File: src/rtl/iwfc_pkg.sv
package iwfc_pkg;

  typedef enum logic [2:0] {
    ST_IDLE,
    ST_ACCEPT,
    ST_WAIT,
    ST_RETRY,
    ST_DISC
  } iwfcState_t;

  // Strobes from control to datapath; all take effect at the next edge.
  typedef struct packed {
    logic load;     // capture start address
    logic advance;  // step address by one phase
    logic cntClr;   // clear full-while-priority count
    logic cntInc;   // bump full-while-priority count
  } iwfcStrobe_t;

endpackage

File: src/rtl/iwfc_datapath.sv
module iwfc_datapath #(
  parameter int ADDR_W     = 32,
  parameter int PAGE_BYTES = 2048,
  parameter int STEP_BYTES = 8,
  parameter int DISC_CLKS  = 8
) (
  input  logic                   clk,
  input  logic                   rstN,
  input  logic [ADDR_W-1:0]      addrIn,
  input  iwfc_pkg::iwfcStrobe_t  strobe,
  output logic                   atPageStart,
  output logic                   cntAtLimit
);

  localparam int PAGE_BITS = $clog2(PAGE_BYTES);
  localparam int CNT_W     = $clog2(DISC_CLKS) + 1;
  localparam logic [ADDR_W-1:0] STEP_V  = ADDR_W'(STEP_BYTES);
  localparam logic [CNT_W-1:0]  LIMIT_V = CNT_W'(DISC_CLKS - 1);

  logic [ADDR_W-1:0] addrReg;
  logic [ADDR_W-1:0] addrBase;
  logic [CNT_W-1:0]  stallCnt;

  // Address of the next phase: base is the new start on load.
  assign addrBase = strobe.load ? addrIn : addrReg;

  always_ff @(posedge clk) begin
    if (!rstN) begin
      addrReg <= '0;
    end else if (strobe.load || strobe.advance) begin
      addrReg <= addrBase + (strobe.advance ? STEP_V : '0);
    end
  end

  assign atPageStart = (addrReg[PAGE_BITS-1:0] == '0);

  always_ff @(posedge clk) begin
    if (!rstN) begin
      stallCnt <= '0;
    end else if (strobe.cntClr) begin
      stallCnt <= '0;
    end else if (strobe.cntInc && (stallCnt != LIMIT_V)) begin
      stallCnt <= stallCnt + 1'b1;
    end
  end

  assign cntAtLimit = (stallCnt == LIMIT_V);

endmodule

File: src/rtl/iwfc_control.sv
module iwfc_control (
  input  logic                   clk,
  input  logic                   rstN,
  input  logic                   frameActive,
  input  logic                   bufFull,
  input  logic                   nsReq,
  input  logic                   hostReq,
  input  logic                   atPageStart,
  input  logic                   cntAtLimit,
  output iwfc_pkg::iwfcStrobe_t  strobe,
  output logic                   accept,
  output logic                   waitState,
  output logic                   retry,
  output logic                   disconnect
);

  import iwfc_pkg::*;

  iwfcState_t state, stateNext;
  logic prio;

  assign prio = nsReq | hostReq;

  always_comb begin
    accept     = 1'b0;
    waitState  = 1'b0;
    retry      = 1'b0;
    disconnect = 1'b0;
    strobe     = '0;
    strobe.cntClr = (state == ST_IDLE) | ~bufFull;

    unique case (state)
      ST_IDLE, ST_WAIT: begin
        if (frameActive) begin
          strobe.load = (state == ST_IDLE);
          if (bufFull && prio) begin
            retry = 1'b1;
          end else if (bufFull) begin
            waitState = 1'b1;
          end else begin
            accept         = 1'b1;
            strobe.advance = 1'b1;
          end
        end
      end
      ST_ACCEPT: begin
        if (frameActive) begin
          if (atPageStart) begin
            disconnect = 1'b1;
          end else if (bufFull) begin
            if (prio && cntAtLimit) begin
              disconnect = 1'b1;
            end else begin
              waitState     = 1'b1;
              strobe.cntInc = prio;
            end
          end else begin
            accept         = 1'b1;
            strobe.advance = 1'b1;
          end
        end
      end
      default: ;
    endcase
  end

  always_comb begin
    stateNext = state;
    if (!frameActive) begin
      stateNext = ST_IDLE;
    end else if (retry) begin
      stateNext = ST_RETRY;
    end else if (disconnect) begin
      stateNext = ST_DISC;
    end else if (accept) begin
      stateNext = ST_ACCEPT;
    end else if (waitState && (state == ST_IDLE)) begin
      stateNext = ST_WAIT;
    end
  end

  always_ff @(posedge clk) begin
    if (!rstN) state <= ST_IDLE;
    else       state <= stateNext;
  end

endmodule

File: src/rtl/inbound_wr_flow_ctl.sv
module inbound_wr_flow_ctl #(
  parameter int ADDR_W     = 32,
  parameter int PAGE_BYTES = 2048,
  parameter int STEP_BYTES = 8,
  parameter int DISC_CLKS  = 8
) (
  input  logic              clk,
  input  logic              rstN,
  input  logic              frameActive,
  input  logic [ADDR_W-1:0] addrIn,
  input  logic              bufFull,
  input  logic              nsReq,
  input  logic              hostReq,
  output logic              accept,
  output logic              waitState,
  output logic              retry,
  output logic              disconnect
);

  iwfc_pkg::iwfcStrobe_t strobe;
  logic atPageStart;
  logic cntAtLimit;

  iwfc_control u_ctl (
    .clk         (clk),
    .rstN        (rstN),
    .frameActive (frameActive),
    .bufFull     (bufFull),
    .nsReq       (nsReq),
    .hostReq     (hostReq),
    .atPageStart (atPageStart),
    .cntAtLimit  (cntAtLimit),
    .strobe      (strobe),
    .accept      (accept),
    .waitState   (waitState),
    .retry       (retry),
    .disconnect  (disconnect)
  );

  iwfc_datapath #(
    .ADDR_W     (ADDR_W),
    .PAGE_BYTES (PAGE_BYTES),
    .STEP_BYTES (STEP_BYTES),
    .DISC_CLKS  (DISC_CLKS)
  ) u_dp (
    .clk         (clk),
    .rstN        (rstN),
    .addrIn      (addrIn),
    .strobe      (strobe),
    .atPageStart (atPageStart),
    .cntAtLimit  (cntAtLimit)
  );

endmodule

File: config.mk
export PLATFORM = sky130hd
export DESIGN_NAME = inbound_wr_flow_ctl
export DESIGN_NICKNAME = d
export VERILOG_FILES = /design/src/rtl/iwfc_pkg.sv /design/src/rtl/iwfc_datapath.sv /design/src/rtl/iwfc_control.sv /design/src/rtl/inbound_wr_flow_ctl.sv
export SDC_FILE = /design/constraint.sdc
export NUM_CORES = 1
export LEC_CHECK = 0
export BUFFER_PORTS_ARGS = -buffer_cell sky130_fd_sc_hd__buf_2
export CORE_ASPECT_RATIO = 0.9
export CORE_MARGIN = 1.5
export CORE_UTILIZATION = 55
export CTS_BUF_LIST = sky130_fd_sc_hd__clkbuf_8
export DETAILED_ROUTE_END_ITERATION = 7
export GPL_TIMING_DRIVEN = 0
export PLACE_DENSITY = 0.84
export SYNTH_ARGS = -nofsm -noshare
export SYNTH_HDL_FRONTEND = slang
export SYNTH_SLANG_ARGS = --single-unit
File: constraint.sdc
create_clock -name clk -period 5.3 [get_ports clk]
set_input_delay 0.53 -clock clk [delete_from_list [all_inputs] [get_ports clk]]
set_output_delay 0.53 -clock clk [all_outputs]
set_load 0.05 [all_outputs]
==> summary.log, run 1 <==
qor: synth.number_of_instances_in_the_synthesized_netlist 139
qor: synth.synthesis.area_per_instance 8.35 um2
qor: synth.synth_fp_nets 180
qor: route.detailroute.via_count 1,108
qor: clock_network.cts.clk_slew.worst_paths 70 ps
qor: critical_path.worst_setup_path_end_kind flop
qor: job.max_cap_violations 0
qor: sta.slew_viol_final 0
qor: route.drtPass1Iterations 4
qor: clock_network.clockBufferDepth 2
qor: clock_network.post_cts_hold_buffer_count 0
qor: sta.final.period_utilization 0.498
qor: place.io_buffers 20
qor: outcome.run_status finished clean
qor: final_layout.antenna_diode_count 0
qor: sta.slew-limit-headroom 0.705
qor: route.route.final.wire_length 2610 um
qor: critical_path.worstPathArrival 2760 ps
qor: power_and_ir_drop.vdd_drop_max 0.168 mV
qor: critical_path.crit_required 5430 ps
qor: place.total_half_perimeter_wirelength_after_legalization_and_detailed_placement 1960 um
qor: sta.timing_worst_slew_pin_value 438 ps
qor: route.wl_per_cell 13.9 um
qor: clock_network.cts-root-buf sky130_fd_sc_hd__clkbuf_8
qor: sta.setup_viol_count_final 0
qor: clock_network.worst_skew_pair.late_latency 250 ps
qor: die.dieArea 0.00240 mm2
qor: die.placement_rows 15
qor: worst_hold_path.hold_path.class flop to flop
qor: critical_path.setup.reg_to_reg.worst_slack 2660 ps
qor: power_and_ir_drop.static-leakage-power 0.538 nW
qor: place.gpl.final_weighted_congestion 0.781
qor: critical_path.r2r_start u_ctl.state[2]$_SDFFE_PP0P_
qor: worst_hold_path.min_from u_dp.addrReg[1]$_SDFFE_PN0P_
qor: critical_path.r2r.worst_path.cells 11
qor: power_and_ir_drop.power_density 245 mW/mm2
qor: route.drtIter0Drc 22
qor: clock_network.cts-resized-gates 0
qor: clock_network.post_cts.repair.setup_buffers 0
qor: clock_network.tritoncts_num_sinks 18
qor: sta.timing.clock.skew 1.48 ps
qor: route.post_dr_vias_cell 5.89
qor: critical_path.critical_path_class flop to flop
qor: synth.ys.warnings.count 0
qor: sta.finalWorstPathRequiredPeriod 2640 ps
qor: critical_path.crit_path_frequent_cell sky130_fd_sc_hd__nand2_1
qor: route.route.antenna.remaining_nets 0
qor: synth.synth_cell_type_count 38
qor: final_layout.drive_above_1_share 0.221
qor: synth.synth.ff_latch_count 18
qor: final_layout.area_delta_synth_final 16.1%
qor: critical_path.critical-path-max-stage-delay 480 ps
qor: die.dieHeight 46.6 um
qor: synth.yosysSeqAreaShare 0.310
qor: clock_network.cts_tree done
qor: clock_network.htree_levels 1
qor: sta.timing.fmax 379 MHz
qor: place.place_inst 184
qor: clock_network.cts_buffers 3
qor: sta.hold_viol_final 0
qor: grt.number_of_antenna_violations_at_the_first_check_in_global_routing 0
qor: synth.synthesis.area 0.00116 mm2
qor: grt.number_of_global_route_vias_before_repair 1,012
qor: final_layout.finish.net_count 205
qor: grt.grt_overflow_total 0
qor: die.initial_utilization 0.595
qor: critical_path.timing.rr.end u_dp.addrReg[7]$_SDFFE_PN0P_
qor: critical_path.start_kind flop
qor: grt.grt_pass1_wl 4380 um
qor: critical_path.critPathMaxFanout 10
qor: worst_hold_path.worstHoldPathCells 2
qor: worst_hold_path.min_delay_worst_endpoint u_dp.addrReg[1]$_SDFFE_PN0P_
qor: final_layout.number_of_standard_cells_in_the_final_layout_excluding_fillers 188
qor: grt.grt_start_max_net_pins 11
qor: sta.grt_setup_unrepaired false
qor: die.coreArea 0.00195 mm2
qor: die.floorplan.io_pins 42
qor: die.width_of_the_chip 51.4 um
qor: sta.setup-tns-final 0 ps
qor: critical_path.critical_path.cell_chain nor3_1 > nand2_1 > clkbuf_1 > nand2_1 > nand2_1 > ha_1 > ha_1 > nand3_1 > nor3_1 > xnor2_1 > a21oi_1
qor: grt.track_usage 0.252
qor: critical_path.critical_path_slowest_stage_cell sky130_fd_sc_hd__dfxtp_1
qor: route.route.detailed.drc 0
qor: final_layout.layout_common_cells sky130_fd_sc_hd__buf_2, sky130_fd_sc_hd__nand2_1, sky130_fd_sc_hd__dfxtp_1
==> worst max-delay path by stage <==
stage	start	endpoint	cells after the start
6_report	u_ctl.state[2]$_SDFFE_PP0P_	u_dp.addrReg[7]$_SDFFE_PN0P_	11
5_1_grt	u_ctl.state[2]$_SDFFE_PP0P_	u_dp.addrReg[7]$_SDFFE_PN0P_	11
4_1_cts	u_ctl.state[2]$_SDFFE_PP0P_	u_dp.addrReg[7]$_SDFFE_PN0P_	11
3_5_place_dp	frameActive	u_dp.addrReg[7]$_SDFFE_PN0P_	11
3_3_place_gp	frameActive	u_dp.addrReg[7]$_SDFFE_PN0P_	11
2_1_floorplan	u_ctl.state[0]$_SDFFE_PN0P_	u_dp.addrReg[7]$_SDFFE_PN0P_	9
==> registers in the layout (all words and copies together) (netlist names) <==
register       flops
u_dp.addrReg      11
u_dp.stallCnt      4
u_ctl.state        3
==> logic make-up after synthesis <==
logic type | share of synthesized area
XOR/XNOR | 0.0981
adder cells (fa/ha/maj) | 0.0323
AND/OR/NAND/NOR | 0.376
multiplexers | 0.0431
flip-flops | 0.310
AO/OA/AOI/OAI | 0.120
buffers and inverters | 0.0205
==> metal layers <==
layer / track usage / share of wire
met5: 0 / 0
met2: 0.438 / 0.46
met3: 0.0487 / 0.043
met4: 0.0947 / 0.020
met1: 0.311 / 0.48
==> critical path: cells and delay by family, from the launching register on <==
kind / cells / cell delay (ps)
buffers and inverters: 1 / 380
AOI/OAI and AO/OA: 1 / 80
and+or+nand+nor: 6 / 810
xor gates and xnor gates: 1 / 150
DFF: 1 / 480
adders and majority gates: 2 / 610
==> power breakdown <==
| group | switching, W | total, W | internal, W |
|---|---|---|---|
| clock | 0.0000452 | 0.000111 | 0.0000660 |
| sequential | 0.00000968 | 0.000153 | 0.000143 |
| combinational | 0.0000393 | 0.0000661 | 0.0000268 |
| total | 0.0000943 | 0.000330 | 0.000236 |
==> metrics by stage <==
stage	power [W]	worst slack [ps]	hold WS, ps	cell area, um2	utilization
floorplan	0.000199	2530	454	1160	-
global placement	0.000218	2660	469	1290	0.662
detailed placement	0.000221	2580	482	1290	0.662
CTS	0.000332	2660	494	1350	0.690
global route	0.000348	2390	515	1350	0.690
finish	0.000330	2660	491	1350	0.690
==> Yosys cell counts <==
library cell,n,share of area
sky130_fd_sc_hd__a211oi_1,2,0.013
sky130_fd_sc_hd__a21boi_0,3,0.019
sky130_fd_sc_hd__a21oi_1,7,0.030
sky130_fd_sc_hd__a21oi_2,1,0.0075
sky130_fd_sc_hd__a31o_1,1,0.0075
sky130_fd_sc_hd__a31oi_1,1,0.0054
sky130_fd_sc_hd__and3_1,1,0.0054
sky130_fd_sc_hd__and3b_1,1,0.0075
sky130_fd_sc_hd__and4_1,1,0.0075
sky130_fd_sc_hd__and4_4,1,0.0097
sky130_fd_sc_hd__buf_2,1,0.0043
sky130_fd_sc_hd__clkbuf_1,2,0.0065
sky130_fd_sc_hd__dfxtp_1,18,0.31
sky130_fd_sc_hd__ha_1,3,0.032
sky130_fd_sc_hd__inv_1,3,0.0097
sky130_fd_sc_hd__mux2i_1,5,0.043
sky130_fd_sc_hd__nand2_1,21,0.068
sky130_fd_sc_hd__nand3_1,8,0.034
sky130_fd_sc_hd__nand3b_1,3,0.019
sky130_fd_sc_hd__nand3b_2,1,0.0097
sky130_fd_sc_hd__nand4_1,6,0.032
sky130_fd_sc_hd__nor2_1,10,0.032
sky130_fd_sc_hd__nor2b_1,2,0.011
sky130_fd_sc_hd__nor3_1,5,0.022
sky130_fd_sc_hd__nor3b_1,1,0.0065
sky130_fd_sc_hd__nor3b_2,1,0.011
sky130_fd_sc_hd__nor4_1,1,0.0054
sky130_fd_sc_hd__nor4_2,3,0.032
sky130_fd_sc_hd__nor4_4,1,0.018
sky130_fd_sc_hd__nor4b_2,2,0.026
sky130_fd_sc_hd__o211a_1,1,0.0086
sky130_fd_sc_hd__o211ai_1,1,0.0065
sky130_fd_sc_hd__o21ai_0,5,0.022
sky130_fd_sc_hd__or2_1,1,0.0054
sky130_fd_sc_hd__or2_4,1,0.0075
sky130_fd_sc_hd__or3_1,1,0.0054
sky130_fd_sc_hd__xnor2_1,9,0.068
sky130_fd_sc_hd__xor2_1,4,0.030
==> area by class of cell <==
class	count	area, um2
multi-input cells	115	777
plain buffers	3	12.5
clock buffers	4	55.1
flip-flops and latches	18	360
inverters	3	11.3
fillers	173	604
repair buffers	20	100
well taps	25	31.3
Note: power is estimated with default switching activity, not from simulation.
==> inputs of run 2 (changes only) <==
Settings changed: ABC_AREA from default to 1, CORE_UTILIZATION 55 to 52, PLACE_DENSITY 0.84 to 0.79.
Clock period 5.3 ns to 2.55 ns, I/O delays scaled along.
==> run 2 against run 1 <==
Net effect: register-to-register slack worse by 2400 ps; first-iteration DRC count up 73%; maximum frequency is 18% higher; core utilization fell by 4.3 points; non-clock buffer count is 1 higher; sequential cell count stayed put; critical path type unchanged; largest cell class unchanged.
==> summary.log, run 2 <==
qor: sta.grt_setup_unrepaired false
qor: sta.finalWorstPathRequiredPeriod 2240 ps
qor: place.place_inst 240
qor: critical_path.r2r_start u_ctl.state[1]$_SDFFE_PN0P_
qor: critical_path.critical_path_class flop to flop
qor: final_layout.layout_common_cells sky130_fd_sc_hd__nand2_1, sky130_fd_sc_hd__nor2_1, sky130_fd_sc_hd__inv_1
qor: clock_network.post_cts_hold_buffer_count 0
qor: die.placement_rows 16
qor: grt.number_of_antenna_violations_at_the_first_check_in_global_routing 0
qor: critical_path.worst_setup_path_end_kind flop
qor: clock_network.htree_levels 1
qor: grt.track_usage 0.231
qor: die.initial_utilization 0.560
qor: final_layout.finish.utilization 0.648
qor: route.wl_per_cell 11.7 um
qor: die.coreArea 0.00220 mm2
qor: critical_path.cpLargestDelayFamily simple AND/OR/NAND/NOR gates
qor: route.route.final.wire_length 2860 um
qor: final_layout.largest_register_ffs 11
qor: final_layout.commonest_non_fill_non_tap_cell_in_the_layout sky130_fd_sc_hd__nand2_1
qor: place.gpl.final_weighted_congestion 0.796
qor: route.highest_metal_used met4
qor: power_and_ir_drop.static-leakage-power 0.708 nW
qor: final_layout.finish.net_count 259
qor: worst_hold_path.hold_path.class input port to flop
qor: sta.setup_ws 308 ps
qor: clock_network.tritoncts_num_sinks 18
qor: die.floorplan.io_pins 42
qor: critical_path.critPathMaxFanout 9
qor: sta.setup-tns-final 0 ps
qor: final_layout.area_delta_synth_final 15.6%
qor: synth.synth_fp_nets 234
qor: grt.number_of_global_route_vias_before_repair 1,108
qor: synth.synthDominantAreaCellType sky130_fd_sc_hd__dfxtp_1
qor: route.route.detailed.drc 0
qor: clock_network.cts_buffers 3
qor: grt.grt_start_max_net_pins 11
qor: synth.synth.ff_latch_count 18
qor: die.dieHeight 49.2 um
qor: synth.yosysSeqAreaShare 0.292
qor: final_layout.layout_top_registers u_dp.addrReg (11), u_dp.stallCnt (4), u_ctl.state (3)
qor: die.width_of_the_chip 54.3 um
qor: worst_hold_path.min_delay_worst_endpoint u_dp.addrReg[2]$_SDFFE_PN0P_
qor: place.dpl_worst_slack 365 ps
qor: synth.postSynth.topFlopCell sky130_fd_sc_hd__dfxtp_1
qor: power_and_ir_drop.vdd_drop_max 0.434 mV
qor: die.dieArea 0.00267 mm2
qor: grt.grt_overflow_total 0
qor: clock_network.post_cts.repair.setup_buffers 0
qor: synth.synthesis.area_per_instance 6.39 um2
qor: route.detailroute.via_count 1,304
qor: critical_path.critical_path_slowest_stage_cell sky130_fd_sc_hd__dfxtp_1
qor: place.io_buffers 20
qor: critical_path.start_kind flop
qor: critical_path.crit_path_frequent_cell sky130_fd_sc_hd__nor2_1
qor: critical_path.worst_setup_path_startpoint u_ctl.state[1]$_SDFFE_PN0P_
qor: grt.grt_pass1_wl 4510 um
qor: synth.synth_top_cells_by_area sky130_fd_sc_hd__dfxtp_1, sky130_fd_sc_hd__nand2_1, sky130_fd_sc_hd__nor2_1
qor: clock_network.worst_skew_pair.late_latency 260 ps
qor: sta.setup_viol_count_final 0
qor: sta.hold_viol_final 0
qor: route.route.antenna.remaining_nets 0
qor: clock_network.cts_tree done
qor: final_layout.register_name_with_the_most_flops u_dp.addrReg
qor: critical_path.crit_required 2700 ps
qor: route.drtPass1Iterations 4
qor: route.detail_route.wirelength.met1 1210 um
qor: critical_path.worstPathArrival 2390 ps
qor: route.post_dr_vias_cell 5.34
qor: sta.slew-limit-headroom 0.721
qor: route.dr_wl_met3 160 um
qor: critical_path.critical-path-max-stage-delay 340 ps
qor: sta.timing.fmax 446 MHz
qor: synth.async_set_or_reset_register_ratio_after_synthesis 0
qor: sta.final.period_utilization 0.879
qor: route.drtIter0Drc 38
qor: outcome.run_status finished clean
qor: critical_path.critical_path.cell_chain inv_2 > nand3_1 > inv_2 > nand2_2 > a21boi_2 > ha_1 > ha_1 > nand3_2 > nor2_2 > nor2_1 > nor2_1 > nor2_1
qor: final_layout.number_of_standard_cells_in_the_final_layout_excluding_fillers 244
qor: synth.ys.warnings.count 0
qor: worst_hold_path.min_from addrIn[2]
qor: critical_path.setup.reg_to_reg.worst_slack 310 ps
qor: critical_path.critical_path_buf_inv_count 2
qor: clock_network.clockBufferDepth 2
qor: clock_network.cts-root-buf sky130_fd_sc_hd__clkbuf_8
qor: critical_path.timing.rr.end u_dp.addrReg[7]$_SDFFE_PN0P_
qor: power_and_ir_drop.power_density 525 mW/mm2
qor: route.met2_wirelength 1460 um
qor: clock_network.cts.clk_slew.worst_paths 70 ps
qor: sta.timing.clock.skew 5.56 ps
qor: final_layout.antenna_diode_count 0
qor: synth.synth_most_common_cell sky130_fd_sc_hd__nand2_1
qor: synth.synth_commonest_cells sky130_fd_sc_hd__nand2_1, sky130_fd_sc_hd__nor2_1, sky130_fd_sc_hd__inv_1, sky130_fd_sc_hd__a21oi_1, sky130_fd_sc_hd__dfxtp_1
qor: place.total_half_perimeter_wirelength_after_legalization_and_detailed_placement 2230 um
qor: sta.timing_worst_slew_pin_value 419 ps
qor: final_layout.drive_above_1_share 0.226
qor: sta.slew_viol_final 0
qor: worst_hold_path.worstHoldPathCells 3
qor: synth.synth-edff-count 0
qor: clock_network.cts-resized-gates 0
qor: synth.synth_cell_type_count 27
qor: critical_path.r2r.worst_path.cells 12
qor: synth.yosys.area.top_type_share 0.292
qor: job.max_cap_violations 0
qor: synth.synthesis.area 0.00123 mm2
qor: synth.number_of_instances_in_the_synthesized_netlist 193
==> run 2: cell count changes in the layout (fill, tap and decap cells not counted), sizes merged, moves of 4 or more <==
cell    before  now
o21ai        5   10
xnor2        9    0
nor3         5    0
nor2        10   33
mux2i        5    0
nand3b       4    0
a21oi        8   19
inv          3   24
nand2       21   58
xor2         4    0
nor4         5    0
==> run 2: final cells by class <==
cell class	count	area [um2]
well taps	27	33.8
plain buffers	4	33.8
inverters	24	90.1
multi-input cells	147	753
clock buffers	4	55.1
fillers	212	776
repair buffers	20	100
flip-flops and latches	18	360
==> run 2: how the worst max path moves through the flow <==
stage / cells after the start / slack [ps] / to
floorplan: 13 / 240 / u_dp.addrReg[9]$_SDFFE_PN0P_
global placement: 14 / 450 / u_dp.addrReg[9]$_SDFFE_PN0P_
detailed placement: 14 / 360 / u_dp.addrReg[9]$_SDFFE_PN0P_
CTS: 13 / 330 / u_dp.addrReg[7]$_SDFFE_PN0P_
global route: 14 / 100 / u_dp.addrReg[9]$_SDFFE_PN0P_
finish: 12 / 310 / u_dp.addrReg[7]$_SDFFE_PN0P_
==> run 2: where the power goes <==
part | leakage [nW] | internal, W | switching [W]
clock network | 0.0288 | 0.000138 | 0.000104
logic | 0.532 | 0.0000698 | 0.000125
registers | 0.148 | 0.000301 | 0.0000121
==> run 2: layer usage <==
layer	global-route usage	up-vias
met4	0.0542	0
met1	0.270	590
met5	0	-
met2	0.402	42
li1	-	667
met3	0.0644	5
==> run 2: logic make-up after synthesis <==
| family | share of synthesized area |
|---|---|
| adders and majority gates | 0.0304 |
| and+or+nand+nor | 0.429 |
| DFF | 0.292 |
| buffers and inverters | 0.100 |
| AOI/OAI and AO/OA | 0.148 |
==> run 2: worst register-to-register path, stage by stage (launching register included) <==
cell and delay, ps:
sky130_fd_sc_hd__dfxtp_1 340, sky130_fd_sc_hd__inv_2 160, sky130_fd_sc_hd__nand3_1 160, sky130_fd_sc_hd__inv_2 120, sky130_fd_sc_hd__nand2_2 100, sky130_fd_sc_hd__a21boi_2 250
sky130_fd_sc_hd__ha_1 240, sky130_fd_sc_hd__ha_1 200, sky130_fd_sc_hd__nand3_2 110, sky130_fd_sc_hd__nor2_2 180, sky130_fd_sc_hd__nor2_1 70, sky130_fd_sc_hd__nor2_1 120
sky130_fd_sc_hd__nor2_1 70
==> run 2: per-stage QoR <==
| step | total power (W) | instance area [um2] | hold WS (ps) |
|---|---|---|---|
| after floorplan | 0.000464 | 1240 | 397 |
| after global placement | 0.000503 | 1370 | 441 |
| after detailed placement | 0.000511 | 1370 | 450 |
| after CTS | 0.000750 | 1430 | 234 |
| after global routing | 0.000787 | 1430 | 255 |
| final | 0.000748 | 1430 | 233 |
